### config.mk
export PLATFORM = sky130hd
export DESIGN_NAME = rx_desc_cache
export DESIGN_NICKNAME = d
export VERILOG_FILES = /design/src/rtl/rxdc_pkg.sv /design/src/rtl/rxdc_datapath.sv /design/src/rtl/rxdc_control.sv /design/src/rtl/rx_desc_cache.sv
export SDC_FILE = /design/constraint.sdc
export NUM_CORES = 1
export LEC_CHECK = 0
export BUFFER_PORTS_ARGS = -buffer_cell sky130_fd_sc_hd__buf_4
export CELL_PAD_IN_SITES_DETAIL_PLACEMENT = 1
export CELL_PAD_IN_SITES_GLOBAL_PLACEMENT = 2
export CORE_MARGIN = 1.5
export CORE_UTILIZATION = 34
export DETAILED_ROUTE_END_ITERATION = 7
export GPL_TIMING_DRIVEN = 0
export PLACE_DENSITY = 0.85
export SLEW_MARGIN = 20
export SYNTH_ARGS = -nofsm -noshare
export SYNTH_HDL_FRONTEND = slang
export SYNTH_HIERARCHICAL = 1
export SYNTH_SLANG_ARGS = --single-unit
### constraint.sdc
create_clock -name clk -period 5 [get_ports clk]
set_input_delay 1 -clock clk [delete_from_list [all_inputs] [get_ports clk]]
set_output_delay 1 -clock clk [all_outputs]
set_load 0.02 [all_outputs]
### src/rtl/rxdc_pkg.sv
package rxdc_pkg;
  localparam int DESC_W     = 128;
  localparam int DESC_SHIFT = 4;   // 16-byte descriptors
  localparam int ADDR_W     = 64;

  typedef enum logic [2:0] {
    ST_IDLE, ST_PLAN, ST_RD1, ST_RD2, ST_FILL
  } fetchState_t;

  typedef struct packed {
    logic clearPtrs;
    logic stepIdx;
    logic takeBeat;
    logic latchPlan;
    logic showHit;
    logic pickSecond;
  } dpCtl_t;
endpackage

### src/rtl/rxdc_datapath.sv
module rxdc_datapath
  import rxdc_pkg::*;
#(
  parameter int CACHE_DEPTH = 4,
  parameter int IDX_W       = 8,
  localparam int CNT_W      = $clog2(CACHE_DEPTH + 1)
) (
  input  logic              clk,
  input  logic              rstN,
  input  dpCtl_t            ctl,
  input  logic [ADDR_W-1:0] ringBase,
  input  logic [IDX_W-1:0]  ringHead,
  input  logic [IDX_W-1:0]  ringTail,
  input  logic [IDX_W-1:0]  ringSize,
  input  logic [DESC_W-1:0] putDesc,
  input  logic [DESC_W-1:0] rspData,
  output logic              nonEmpty,
  output logic              lastEntry,
  output logic              fillDone,
  output logic              planEmpty,
  output logic              planSplit,
  output logic [ADDR_W-1:0] reqAddr,
  output logic [CNT_W-1:0]  reqCount,
  output logic [DESC_W-1:0] getDesc,
  output logic              wbValid,
  output logic [ADDR_W-1:0] wbAddr,
  output logic [DESC_W-1:0] wbData
);
  localparam int PTR_W = $clog2(CACHE_DEPTH);
  localparam logic [IDX_W:0] DEPTH_EXT = (IDX_W + 1)'(CACHE_DEPTH);

  logic [DESC_W-1:0] cacheMem [CACHE_DEPTH];
  logic [CNT_W-1:0]  curIdx, fetchCnt, planTotal, planFirst, idxSel;
  logic [ADDR_W-1:0] planAddr, headAddr;
  logic [IDX_W:0]    avail, toEnd, totalCalc, firstCalc;

  // ring occupancy and distance to the ring end
  always_comb begin
    if (ringTail >= ringHead) avail = {1'b0, ringTail} - {1'b0, ringHead};
    else avail = {1'b0, ringSize} - {1'b0, ringHead} + {1'b0, ringTail};
    toEnd     = {1'b0, ringSize} - {1'b0, ringHead};
    totalCalc = (avail < DEPTH_EXT) ? avail : DEPTH_EXT;
    firstCalc = (totalCalc > toEnd) ? toEnd : totalCalc;
  end

  assign headAddr  = ringBase + (ADDR_W'(ringHead) << DESC_SHIFT);
  assign nonEmpty  = curIdx < fetchCnt;
  assign lastEntry = ({1'b0, curIdx} + 1'b1) == {1'b0, fetchCnt};
  assign fillDone  = fetchCnt == planTotal;
  assign planEmpty = planTotal == '0;
  assign planSplit = planFirst != planTotal;
  assign reqAddr   = ctl.pickSecond ? ringBase : planAddr;
  assign reqCount  = ctl.pickSecond ? planTotal - planFirst : planFirst;
  assign idxSel    = ctl.stepIdx ? curIdx + 1'b1 : curIdx;

  always_ff @(posedge clk or negedge rstN) begin
    if (!rstN) begin
      curIdx    <= '0;
      fetchCnt  <= '0;
      planTotal <= '0;
      planFirst <= '0;
      planAddr  <= '0;
    end else begin
      if (ctl.clearPtrs) begin
        curIdx   <= '0;
        fetchCnt <= '0;
      end else begin
        if (ctl.stepIdx)  curIdx   <= curIdx + 1'b1;
        if (ctl.takeBeat) fetchCnt <= fetchCnt + 1'b1;
      end
      if (ctl.latchPlan) begin
        planTotal <= CNT_W'(totalCalc);
        planFirst <= CNT_W'(firstCalc);
        planAddr  <= headAddr;
      end
    end
  end

  // one storage slot per cache entry
  for (genvar s = 0; s < CACHE_DEPTH; s++) begin : g_slot
    always_ff @(posedge clk) begin
      if (ctl.takeBeat && fetchCnt[PTR_W-1:0] == PTR_W'(s))
        cacheMem[s] <= rspData;
    end
  end

  always_ff @(posedge clk or negedge rstN) begin
    if (!rstN) begin
      getDesc <= '0;
      wbValid <= 1'b0;
      wbAddr  <= '0;
      wbData  <= '0;
    end else begin
      if (ctl.showHit) getDesc <= cacheMem[idxSel[PTR_W-1:0]];
      wbValid <= ctl.stepIdx;
      if (ctl.stepIdx) begin
        wbAddr <= headAddr;
        wbData <= putDesc;
      end
    end
  end
endmodule

### src/rtl/rxdc_control.sv
module rxdc_control
  import rxdc_pkg::*;
(
  input  logic   clk,
  input  logic   rstN,
  input  logic   rxEnable,
  input  logic   getReq,
  input  logic   putReq,
  input  logic   nonEmpty,
  input  logic   lastEntry,
  input  logic   fillDone,
  input  logic   planEmpty,
  input  logic   planSplit,
  input  logic   rdReqReady,
  input  logic   rdRspValid,
  output dpCtl_t ctl,
  output logic   rdReqValid,
  output logic   headAdvance,
  output logic   getDone,
  output logic   getOk,
  output logic   putErr
);
  fetchState_t state, stateNext;
  logic idle, putOk, getHit, getMiss, fillFinish, noneFinish, fetching;

  assign idle       = rxEnable && (state == ST_IDLE);
  assign putOk      = putReq && idle && nonEmpty;
  assign getHit     = getReq && idle && (putOk ? !lastEntry : nonEmpty);
  assign getMiss    = getReq && idle && !getHit;
  assign fillFinish = rxEnable && (state == ST_FILL) && fillDone;
  assign noneFinish = rxEnable && (state == ST_RD1) && planEmpty;
  assign fetching   = (state == ST_RD1) || (state == ST_RD2) || (state == ST_FILL);

  assign headAdvance = putOk;
  assign rdReqValid  = ((state == ST_RD1) && !planEmpty) || (state == ST_RD2);

  always_comb begin
    ctl.clearPtrs  = !rxEnable || getMiss;
    ctl.stepIdx    = putOk;
    ctl.takeBeat   = rxEnable && rdRspValid && fetching && !fillDone;
    ctl.latchPlan  = state == ST_PLAN;
    ctl.showHit    = getHit || fillFinish;
    ctl.pickSecond = state == ST_RD2;
  end

  always_comb begin
    stateNext = state;
    case (state)
      ST_IDLE: if (getMiss) stateNext = ST_PLAN;
      ST_PLAN: stateNext = ST_RD1;
      ST_RD1: begin
        if (planEmpty) stateNext = ST_IDLE;
        else if (rdReqReady) stateNext = planSplit ? ST_RD2 : ST_FILL;
      end
      ST_RD2:  if (rdReqReady) stateNext = ST_FILL;
      ST_FILL: if (fillDone) stateNext = ST_IDLE;
      default: stateNext = ST_IDLE;
    endcase
    if (!rxEnable) stateNext = ST_IDLE;
  end

  always_ff @(posedge clk or negedge rstN) begin
    if (!rstN) begin
      state   <= ST_IDLE;
      getDone <= 1'b0;
      getOk   <= 1'b0;
      putErr  <= 1'b0;
    end else begin
      state   <= stateNext;
      getDone <= getHit || fillFinish || noneFinish;
      getOk   <= getHit || fillFinish;
      putErr  <= putReq && rxEnable && !putOk;
    end
  end
endmodule

### src/rtl/rx_desc_cache.sv
module rx_desc_cache
  import rxdc_pkg::*;
#(
  parameter int CACHE_DEPTH = 4,
  parameter int IDX_W       = 8,
  localparam int CNT_W      = $clog2(CACHE_DEPTH + 1)
) (
  input  logic              clk,
  input  logic              rstN,
  input  logic              rxEnable,
  input  logic [31:0]       ringBaseHi,
  input  logic [31:0]       ringBaseLo,
  input  logic [IDX_W-1:0]  ringSize,
  input  logic [IDX_W-1:0]  ringHead,
  input  logic [IDX_W-1:0]  ringTail,
  input  logic              getReq,
  output logic              getDone,
  output logic              getOk,
  output logic [127:0]      getDesc,
  input  logic              putReq,
  input  logic [127:0]      putDesc,
  output logic              putErr,
  output logic              headAdvance,
  output logic              wbValid,
  output logic [63:0]       wbAddr,
  output logic [127:0]      wbData,
  output logic              rdReqValid,
  input  logic              rdReqReady,
  output logic [63:0]       rdReqAddr,
  output logic [CNT_W-1:0]  rdReqCount,
  input  logic              rdRspValid,
  input  logic [127:0]      rdRspData
);
  dpCtl_t ctl;
  logic nonEmpty, lastEntry, fillDone, planEmpty, planSplit;
  logic [63:0] ringBase;

  assign ringBase = {ringBaseHi, ringBaseLo};

  rxdc_control u_ctrl (
    .clk(clk), .rstN(rstN), .rxEnable(rxEnable), .getReq(getReq), .putReq(putReq),
    .nonEmpty(nonEmpty), .lastEntry(lastEntry), .fillDone(fillDone),
    .planEmpty(planEmpty), .planSplit(planSplit), .rdReqReady(rdReqReady),
    .rdRspValid(rdRspValid), .ctl(ctl), .rdReqValid(rdReqValid),
    .headAdvance(headAdvance), .getDone(getDone), .getOk(getOk), .putErr(putErr)
  );

  rxdc_datapath #(.CACHE_DEPTH(CACHE_DEPTH), .IDX_W(IDX_W)) u_dp (
    .clk(clk), .rstN(rstN), .ctl(ctl), .ringBase(ringBase), .ringHead(ringHead),
    .ringTail(ringTail), .ringSize(ringSize), .putDesc(putDesc), .rspData(rdRspData),
    .nonEmpty(nonEmpty), .lastEntry(lastEntry), .fillDone(fillDone),
    .planEmpty(planEmpty), .planSplit(planSplit), .reqAddr(rdReqAddr),
    .reqCount(rdReqCount), .getDesc(getDesc), .wbValid(wbValid), .wbAddr(wbAddr),
    .wbData(wbData)
  );
endmodule

==> results_dict.tcl <==
set metrics [dict create \
    ff2ff_path_depth 13 \
    slowest_stage "o31a_1" \
    outcome "completed" \
    initial_core_util_pct 34.4 \
    vias_per_cell 5.16 \
    cp-start-kind "primary input" \
    num_rows 122 \
    ys_seq_area_share_pct 66.6 \
    cts_buffer_depth 3 \
    syn_area_um2 38200 \
    r2r_end "u_dp/getDesc[11]" \
    dp.cells 5071 \
    period_share_pct 99.3 \
    layout_setup_ws_ns 0.0371 \
    maxSlewHeadroom_pct 25.7 \
    synth_top_family_by_area "multiplexers" \
    critPathRequiredTime_ns 5.53 \
    die_width_um 338 \
    reg2reg_from "u_dp/fetchCnt[1]" \
    core_area_um2 111000 \
    synth_xor_xnor_area_share_pct 1.65 \
    die_area_um2 114000 \
    synthDistinctLibCells 73 \
    first_global_vias 29300 \
    dr_total_vias 27400 \
    crit_path_frequent_cell "buf_4" \
    path_clk_slew_ns 0.06 \
    drc_errors 0 \
    maxCapViolCount 0 \
    path_class "primary input to register" \
    p_switching_uw 7940 \
    grt_max_degree 95 \
    ant_nets 0 \
    p_sw_share_pct 32.3 \
    synth_most_common_cell "edfxtp_1" \
    totalPowerFinal_uw 24600 \
    drtIter0Drc 1543 \
    synth_area_leaders "edfxtp_1 40%, dfrtp_1 26%, mux2_2 10%" \
    grt_util_met2_pct 40.0 \
    clk_latency_ns 0.71 \
    postLayoutCoreUtil_pct 45.1 \
    gr-max-usage-layer "met2" \
    hold_viol 0 \
    clk_root_buffer_cell "clkbuf_16" \
    wl_um 140000 \
    synth.avg_cell_area_um2 13.6 \
    cp_slowest_stage_delay_ns 0.36 \
    synth_edf_count 512 \
    dpl.hpwl_um 103000 \
    fin_crit_ns 4.96 \
    cts_buffers 99 \
    layout.nets 4126 \
    dpl_worst_slack_ns -0.979 \
    synthMuxAreaShare_pct 10.2 \
    port_buffers 743 \
    async_flop_share_pct 44.0 \
    grt_setup_unrepaired "yes" \
    areaGrowthSynthToFinish_pct 31.1 \
    ios 744 \
    worst_slew_pin_slew_ns 1.11 \
    yosysTopAreaCellShare_pct 40.2 \
    end_kind "register" \
    clock_sinks 915 \
    fmax_mhz 201 \
    grt_use_met1_pct 28.8 \
    leakage_uw 0.0206 \
    post_drt_wl_per_cell_um 26.3 \
    synth-simple-area-share_pct 8.98 \
    antenna_found_initial 29 \
    yosys.area_share.adder_pct 1.93 \
    hp-class "primary input to async pin" \
    final_cells 5306 \
    clock_power_share_pct 30.8 \
    globalplace.congestion 0.926 \
    fp.dieH_um 338 \
    synthTopCellsByCount "512 x edfxtp_1, 403 x dfrtp_1, 342 x mux2_2, 304 x nand2_1, 149 x clkbuf_1" \
    ys_warn_count 6 \
    hold_slack_ns 0.286 \
    seqPwrFrac_pct 40.5 \
    ys_ff_latch 915 \
    grt_pass1_wl_um 202000 \
    final.fill_count 11700 \
    worstPathArrival_ns 5.50 \
    power.internal_uw 16700 \
    grt_overflow 0 \
    cts_tree "yes" \
    peakVddDrop_uv 442 \
    synth_top_area_cell "edfxtp_1" \
    grt_util_all_layers_pct 23.8 \
    setup_viol 0 \
    syn_inst 2817 \
    maxSlewViolCount 0 \
    met3_usage_pct 7.33 \
    reg2reg_slack_ns 0.28 \
    first_pass_iters 5 \
    drive_gt1_share_pct 35.9 \
    synth-compound-area-share_pct 8.35 \
    synthFlopType "edfxtp_1" \
    power.density_nw_per_um2 491 \
    path_max_fanout 4 \
    htree_levels 3 \
    finClkSkew_ns 0.0653 \
    p_comb_share_pct 28.7 \
]
==> power by group through the flow <==
stage | Clock, uW | Combinational [uW] | Sequential [uW]
5_1_grt | 8010 | 7450 | 10100
3_5_place_dp | 0 | 6890 | 10100
3_3_place_gp | 0 | 6740 | 10000
6_report | 7570 | 7070 | 9960
4_1_cts | 7750 | 7020 | 9960
2_1_floorplan | 0 | 2520 | 10900
==> worst max path at each step <==
stage | cells after the start | end | from | slack [ns]
6_report | 29 | u_dp/planFirst[2] | ringSize[0] | 0.04
5_1_grt | 24 | u_dp/planFirst[2] | ringSize[0] | -0.10
4_1_cts | 23 | u_dp/planFirst[2] | ringHead[0] | 0.007
3_5_place_dp | 24 | u_dp/planFirst[2] | ringHead[1] | -0.98
3_3_place_gp | 1 | u_dp/getDesc[84] | rstN | -1.79
2_1_floorplan | 23 | u_dp/planFirst[2] | ringHead[1] | -0.30
==> metal layers <==
| layer | wire, um | vias to the layer above |
|---|---|---|
| met1 | 55900 | 14100 |
| met3 | 10800 | 242 |
| li1 | - | 12200 |
| met5 | 221 | - |
| met2 | 68100 | 832 |
| met4 | 4790 | 32 |
==> registers in the layout, summed over array words and instances, names as in the netlist <==
signal / cells
u_dp/wbAddr: 64
u_dp/cacheMem: 512
u_dp/wbValid: 1
u_dp/fetchCnt: 3
u_ctrl/putErr: 1
u_dp/planTotal: 3
u_dp/planAddr: 64
u_dp/planFirst: 3
u_dp/getDesc: 128
u_dp/curIdx: 3
u_ctrl/getOk: 1
u_ctrl/state: 3
u_ctrl/getDone: 1
u_dp/wbData: 128
==> placed cells by master, fill, tap and decap left out, drive strengths merged, types with 9 or more instances in the layout <==
cell type and instances:
dfrtp 403, inv 56, nor2 143, xnor2 43
a2111oi 13, clkbuf 296, clkinv 29, ha 51
a211oi 136, a21oi 102, edfxtp 512, diode 13
xor2 29, and2 138, o21ai 21, nor4 9
nor3 18, nand2 304, nand3 36, a21o 13
nand4 26, buf 812, a31oi 140, mux2 342
==> area by class of cell <==
type	instances	area (um^2)	area share, %
well taps	1488	1860	3.71
clock inverters	40	508	1.01
flip-flops and latches	915	25500	50.8
repair buffers	797	6290	12.6
plain buffers	164	666	1.33
clock buffers	147	2900	5.78
inverters	55	213	0.424
diodes	13	32.5	0.0649
multi-input cells	1687	12200	24.3
==> cell families after synthesis <==
logic type / Yosys count
flip-flops: 915
buffers and inverters: 220
AO/OA/AOI/OAI: 479
multiplexers: 348
adder cells (fa/ha/maj): 56
XOR/XNOR: 72
other: 1
AND/OR/NAND/NOR: 726
==> worst max-delay path: cells and delay by family <==
kind	cells	cell delay, ns
AOI/OAI and AO/OA	8	1.70
xor gates and xnor gates	1	0.14
adders and majority gates	3	0.63
buffers and inverters	12	1.40
and+or+nand+nor	5	0.63
==> timing repair <==
| action | CTS | global route |
|---|---|---|
| setup endpoints to repair | 139 | 41 |
| setup buffers | 27 | 9 |
| pin swaps | 11 | 25 |
| hold buffers | 0 | 0 |
| gates resized for setup | 18 | 38 |
==> through the flow <==
step | area [um^2] | setup TNS, ns
final | 50100 | 0
after global routing | 50100 | -0.127
after CTS | 49900 | 0
after detailed placement | 46200 | -66.64
after global placement | 45700 | -991.48
after floorplan | 38300 | -0.558
Note: power is estimated with default switching activity, not from simulation.
